$ cat config.mk
export PLATFORM = sky130hd
export DESIGN_NAME = os_timer_unit
export DESIGN_NICKNAME = d
export VERILOG_FILES = /design/src/rtl/ostmr_pkg.sv /design/src/rtl/ostmr_stamp.sv /design/src/rtl/ostmr_down.sv /design/src/rtl/os_timer_unit.sv
export SDC_FILE = /design/constraint.sdc
export NUM_CORES = 1
export LEC_CHECK = 0
export BUFFER_PORTS_ARGS = -buffer_cell sky130_fd_sc_hd__clkbuf_2
export CORE_UTILIZATION = 61
export CTS_CLUSTER_DIAMETER = 40
export DETAILED_ROUTE_END_ITERATION = 8
export MAX_ROUTING_LAYER = met4
export PLACE_DENSITY = 0.87
export SLEW_MARGIN = 20
export SYNTH_ARGS = -nofsm -noshare
export SYNTH_HDL_FRONTEND = slang
export SYNTH_SLANG_ARGS = --single-unit
$ cat constraint.sdc
create_clock -name clk -period 6.2 [get_ports clk]
set_input_delay 1.86 -clock clk [delete_from_list [all_inputs] [get_ports clk]]
set_output_delay 1.86 -clock clk [all_outputs]
set_load 0.02 [all_outputs]
$ cat src/rtl/ostmr_pkg.sv
package ostmr_pkg;

    typedef enum logic [1:0] {
        ST_IDLE = 2'd0,
        ST_RUN  = 2'd1,
        ST_DONE = 2'd2
    } tmr_state_e;

    localparam logic [1:0] ADDR_STAMP  = 2'd0;
    localparam logic [1:0] ADDR_RELOAD = 2'd1;
    localparam logic [1:0] ADDR_COUNT  = 2'd2;
    localparam logic [1:0] ADDR_STATUS = 2'd3;

    localparam int OPT_W       = 2;
    localparam int OPT_EN_BIT  = 0;
    localparam int OPT_ONE_BIT = 1;

endpackage

$ cat src/rtl/ostmr_stamp.sv
module ostmr_stamp #(
    parameter int W = 32
) (
    input  logic         clk,
    input  logic         rst_n,
    input  logic         load,
    input  logic [W-1:0] load_val,
    output logic [W-1:0] stamp
);

    always_ff @(posedge clk or negedge rst_n) begin
        if (!rst_n) begin
            stamp <= '0;
        end else if (load) begin
            stamp <= load_val;
        end else begin
            stamp <= stamp + W'(1);
        end
    end

    // free-running increment with wrap
    a_r2_stamp_inc : assert property (@(posedge clk) disable iff (!rst_n)
        !load |=> stamp == $past(stamp) + W'(1));

    // software load
    a_r3_stamp_load : assert property (@(posedge clk) disable iff (!rst_n)
        load |=> stamp == $past(load_val));

endmodule

$ cat src/rtl/ostmr_down.sv
module ostmr_down
    import ostmr_pkg::*;
#(
    parameter int W = 32
) (
    input  logic         clk,
    input  logic         rst_n,
    input  logic         load,
    input  logic [W-1:0] load_val,
    input  logic         clr_pend,
    output logic [W-1:0] reload_word,
    output logic [W-1:0] count,
    output logic         pending
);

    localparam logic [W-1:0] CNT_MASK = {{(W-OPT_W){1'b1}}, {OPT_W{1'b0}}};

    tmr_state_e state_q, state_d;
    logic [W-1:0] reload_q, cnt_q;
    logic pend_q;
    logic one_shot, expire, load_en;

    assign one_shot = reload_q[OPT_ONE_BIT];
    assign load_en  = load && load_val[OPT_EN_BIT];
    assign expire   = (state_q == ST_RUN) && (cnt_q == '0) && !load;

    // next-state logic
    always_comb begin
        state_d = state_q;
        unique case (state_q)
            ST_IDLE: if (load_en) state_d = ST_RUN;
            ST_RUN: begin
                if (load)                    state_d = load_en ? ST_RUN : ST_IDLE;
                else if (expire && one_shot) state_d = ST_DONE;
            end
            ST_DONE: if (load)               state_d = load_en ? ST_RUN : ST_IDLE;
            default:                         state_d = ST_IDLE;
        endcase
    end

    // state register
    always_ff @(posedge clk or negedge rst_n) begin
        if (!rst_n) state_q <= ST_IDLE;
        else        state_q <= state_d;
    end

    // datapath and outputs
    always_ff @(posedge clk or negedge rst_n) begin
        if (!rst_n) begin
            reload_q <= '0;
            cnt_q    <= '0;
            pend_q   <= 1'b0;
        end else begin
            if (load) begin
                reload_q <= load_val;
                cnt_q    <= load_val & CNT_MASK;
            end else if (expire) begin
                cnt_q    <= one_shot ? cnt_q : (reload_q & CNT_MASK);
            end else if (state_q == ST_RUN) begin
                cnt_q    <= cnt_q - W'(1);
            end

            if (expire)        pend_q <= 1'b1;
            else if (clr_pend) pend_q <= 1'b0;
        end
    end

    assign reload_word = reload_q;
    assign count       = cnt_q;
    assign pending     = pend_q;

    // idle counter holds
    a_r7_idle_hold : assert property (@(posedge clk) disable iff (!rst_n)
        (state_q == ST_IDLE) && !load |=> $stable(cnt_q));

    // expired one-shot stays at zero
    a_r6_done_hold : assert property (@(posedge clk) disable iff (!rst_n)
        (state_q == ST_DONE) && !load |=> (cnt_q == '0) && (state_q == ST_DONE));

    // zero write stops and clears
    a_r8_zero_write : assert property (@(posedge clk) disable iff (!rst_n)
        load && (load_val == '0) |=> (cnt_q == '0) && (state_q == ST_IDLE));

    // periodic re-arm picks up the count field
    a_r5_rearm : assert property (@(posedge clk) disable iff (!rst_n)
        expire && !one_shot |=> cnt_q == ($past(reload_q) & CNT_MASK));

    // clear without a colliding expiry drops the flag
    a_r9_clear : assert property (@(posedge clk) disable iff (!rst_n)
        clr_pend && !expire |=> !pend_q);

    // expiry always leaves the flag set
    a_r9_set_wins : assert property (@(posedge clk) disable iff (!rst_n)
        expire |=> pend_q);

endmodule

$ cat src/rtl/os_timer_unit.sv
module os_timer_unit
    import ostmr_pkg::*;
#(
    parameter int W = 32
) (
    input  logic         clk,
    input  logic         rst_n,
    input  logic         reg_wr,
    input  logic [1:0]   reg_addr,
    input  logic [W-1:0] reg_wdata,
    output logic [W-1:0] reg_rdata,
    output logic         irq
);

    logic [W-1:0] stamp, reload_word, count;
    logic pending;
    logic wr_stamp, wr_reload, clr_pend;

    assign wr_stamp  = reg_wr && (reg_addr == ADDR_STAMP);
    assign wr_reload = reg_wr && (reg_addr == ADDR_RELOAD);
    assign clr_pend  = reg_wr && (reg_addr == ADDR_STATUS) && reg_wdata[0];

    ostmr_stamp #(.W(W)) u_stamp (
        .clk      (clk),
        .rst_n    (rst_n),
        .load     (wr_stamp),
        .load_val (reg_wdata),
        .stamp    (stamp)
    );

    ostmr_down #(.W(W)) u_down (
        .clk         (clk),
        .rst_n       (rst_n),
        .load        (wr_reload),
        .load_val    (reg_wdata),
        .clr_pend    (clr_pend),
        .reload_word (reload_word),
        .count       (count),
        .pending     (pending)
    );

    always_comb begin
        unique case (reg_addr)
            ADDR_STAMP:  reg_rdata = stamp;
            ADDR_RELOAD: reg_rdata = reload_word;
            ADDR_COUNT:  reg_rdata = count;
            ADDR_STATUS: reg_rdata = {{(W-1){1'b0}}, pending};
            default:     reg_rdata = '0;
        endcase
    end

    assign irq = pending;

    // interrupt follows the status bit seen on the bus
    a_r10_irq_status : assert property (@(posedge clk) disable iff (!rst_n)
        (reg_addr == ADDR_STATUS) |-> irq == reg_rdata[0]);

endmodule

==> metrics.csv <==
stage,metric,value,unit
status,outcome,finished clean,
final_layout,Antenna diodes,0,
place,post-DP HPWL,11000,um
yosys,Synthesized Nets,759,
min_path,critical hold path startpoint,u_down.reload_word[0],
routing,Top Layer Used,met4,
routing,Routed WL per cell,18.0,um
yosys,Synth Register Bits,99,
routing,wl on met1,6660,um
cts,CTS Root Buffer Type,clkbuf_8,
cts,"Reg clk slew, reported paths",90,ps
floorplan,Die Area,0.0101,mm^2
worst_setup_path,WP data arrival,3450,ps
floorplan,Row Count,35,
worst_setup_path,critical path required time,4340,ps
timing,setup TNS,0,ps
global_routing,GRT overflow,0,
place,IO Port Bufs,69,
timing,slew margin rel.,31.9,%
cts,CTS H-tree lvls,3,
routing,First-pass DRT Iterations,5,
cts,# Post-CTS Setup Buffers,0,
timing,Max Slew Vio Count,0,
floorplan,DIE WIDTH,100,um
yosys,synthesized area,0.00590,mm^2
power_and_ir_drop,PwrDens,311,mW/mm^2
yosys,synth warn,0,
final_layout,Area growth syn-to-layout,10.5,%
routing,met2 WL,7630,um
timing,Max Clock Skew,14.7,ps
cts,# resized after CTS,0,
yosys,Gate Count Post-Synth,720,
routing,DRT iter0 DRCs,596,
yosys,"Seq/Total Area, Yosys",42.0,%
final_layout,area of the multi-input gates,0.00321,mm^2
routing,post-route antenna net violation count,0,
timing,fin crit share,85.6,%
cts,CTS Hold Buffers Added,0,
timing,min cycle time layout,5310,ps
global_routing,initial antenna violation count,0,
yosys,top-area cell type share of the netlist area,42.0,%
yosys,top area cells in the synthesized netlist,"dfrtp_1, nand2_1, o21ai_0",
place,RePlAce Congestion,0.892,
timing,RSZ-0062 raised after global routing,no,
worst_setup_path,worst setup path start,reg_addr[0],
global_routing,largest net degree at the start of global routing,71,
floorplan,Initial Util,63.3,%
final_layout,Reg area,0.00248,mm^2
yosys,Post-synth EDFFs,0,
cts,CTS tree,yes,
min_path,Hold EP,u_down.reload_word[0],
global_routing,number of global-route vias before repair,5425,
min_path,hold-critical path depth,2,
cts,Num Clock Sinks,99,
routing,via count,5761,
yosys,top cell type by total area after synthesis,dfrtp_1,
floorplan,core area,0.00933,mm^2
worst_setup_path,crit-path max FO,22,
final_layout,final layout net count,807,
power_and_ir_drop,LEAKAGE,0.00285,uW
timing,Hold Slack,490,ps
place,pre-CTS setup slack,943,ps
yosys,Yosys cell types,58,
cts,Num CTS Buffers,9,
cts,Clock Path Buffers,2,
worst_setup_path,Crit. End Element,output pin,
worst_setup_path,Reg2Reg Depth,8,
routing,DR vias/cell,6.39,
cts,Worst-Skew Late Latency,370,ps
floorplan,Die Y,100,um
routing,DRC viols,0,
min_path,class of the worst hold path,flip-flop to flip-flop,
power_and_ir_drop,worst vdd ir,0.140,mV
routing,Met3 Routed Length,1510,um
final_layout,layout cell share with drive strength beyond 1,14.6,%
yosys,"Async S/R FF share, synth",100,%
worst_setup_path,reg2reg end,u_down.count[6],
timing,Worst Max-Slew Pin Slew,1020,ps
timing,FMAX,188,MHz
worst_setup_path,worst setup path class,input pin to output pin,
global_routing,Overall Global Routing Usage,35.0,%
yosys,Main synth FF type,dfrtp_1,
job,Max Cap Viol,0,
worst_setup_path,FF-to-FF Start,u_down.count[1],
timing,setup violators final,0,
yosys,syn avg cell area,8.20,um^2
floorplan,# IOs,70,
worst_setup_path,Startpoint Class,input pin,
timing,Final Hold Fails,0,
final_layout,Filler Cell Count,733,
global_routing,first-pass GRT wire length,26500,um
worst_setup_path,R2R Setup Slk,2270,ps
timing,Final WS setup,894,ps
routing,routed wire length,16200,um
-- critical path, cell delays in order --
cell and delay, ps:
clkbuf_2 600, buf_4 400, mux2i_1 110, o21ai_0 230
clkbuf_2 220
-- metrics by stage --
step | cells | total power [uW] | area, um^2 | utilization (%)
after floorplan | 720 | 1400 | 5900 | -
after global placement | 886 | 1560 | 6320 | 67.8
after detailed placement | 886 | 1600 | 6320 | 67.8
after CTS | 902 | 2020 | 6520 | 69.9
after global routing | 902 | 2150 | 6520 | 69.9
final | 902 | 2030 | 6520 | 69.9
-- sequential cells by signal (all words and copies together) (netlist names) --
| name | cells |
|---|---|
| u_stamp.stamp | 32 |
| u_down.state_q | 2 |
| u_down.reload_word | 32 |
| u_down.pending | 1 |
| u_down.count | 32 |
-- cells in the final DEF (no fill, tap or decap), types with 4 or more instances in the layout --
| cell type | Yosys | routed |
|---|---|---|
| o31ai_1 | 4 | 4 |
| o21ai_0 | 103 | 103 |
| nand3_1 | 19 | 19 |
| nor4_1 | 8 | 7 |
| nor2_1 | 39 | 39 |
| or3_1 | 5 | 5 |
| nand4_1 | 7 | 7 |
| nor3_1 | 15 | 15 |
| a22o_1 | 6 | 6 |
| buf_4 | 0 | 13 |
| dfrtp_1 | 99 | 99 |
| mux2_2 | 4 | 4 |
| nand2_1 | 184 | 184 |
| or4_1 | 7 | 7 |
| clkbuf_8 | 0 | 10 |
| nand2b_1 | 5 | 5 |
| clkbuf_2 | 0 | 68 |
| a31oi_1 | 8 | 8 |
| o2bb2ai_1 | 4 | 4 |
| inv_1 | 9 | 9 |
| xnor2_1 | 19 | 19 |
| a21oi_1 | 23 | 23 |
| o211ai_1 | 7 | 7 |
| xor2_1 | 17 | 17 |
| mux2i_1 | 31 | 31 |
| o22ai_1 | 4 | 4 |
-- layout make-up --
cell class                      instances  share of cell area, %
Multi-Input combinational cell        568                   49.3
Inverter                                9                  0.518
Tap cell                              129                   2.48
Clock inverter                          4                  0.768
Sequential cell                        99                   38.0
Timing Repair Buffer                   81                   6.72
Clock buffer                           12                   2.23
-- how the worst max path moves through the flow --
stage,to,slack (ps),cells after the start
final,reg_rdata[12],890,5
after detailed placement,reg_rdata[12],940,5
after CTS,reg_rdata[12],940,5
after floorplan,reg_rdata[11],1060,4
after global placement,reg_rdata[12],990,5
after global routing,reg_rdata[14],790,6
-- cells by family after synthesis --
family          share of synthesized area (%)
compound gates                           18.3
xor+xnor                                 5.34
fa+ha+maj                               0.424
buf+inv                                  3.88
flops                                    42.0
mux                                      6.40
simple gates                             23.7
-- routing by layer --
metal | track usage, % | vias up
met2 | 52.3 | 333
met3 | 7.03 | 45
met1 | 46.6 | 2751
li1 | - | 2632
met5 | - | -
met4 | 14.9 | 0
-- synthesized netlist by cell type (all sizes together) (7+ instances only) --
cell	number
nand2	184
a21oi	23
mux2i	31
a31oi	8
o211ai	7
xnor2	19
nor4	9
nand3	19
buf	14
nor2	39
dfrtp	99
nor3	15
inv	9
xor2	17
nand4	7
clkbuf	30
or4	9
o21ai	106
-- report_power, final --
part | internal, uW | switching (uW)
logic | 251 | 343
registers | 799 | 211
clock network | 198 | 227
total | 1250 | 782
No activity file was read; power rests on OpenSTA's default activity.
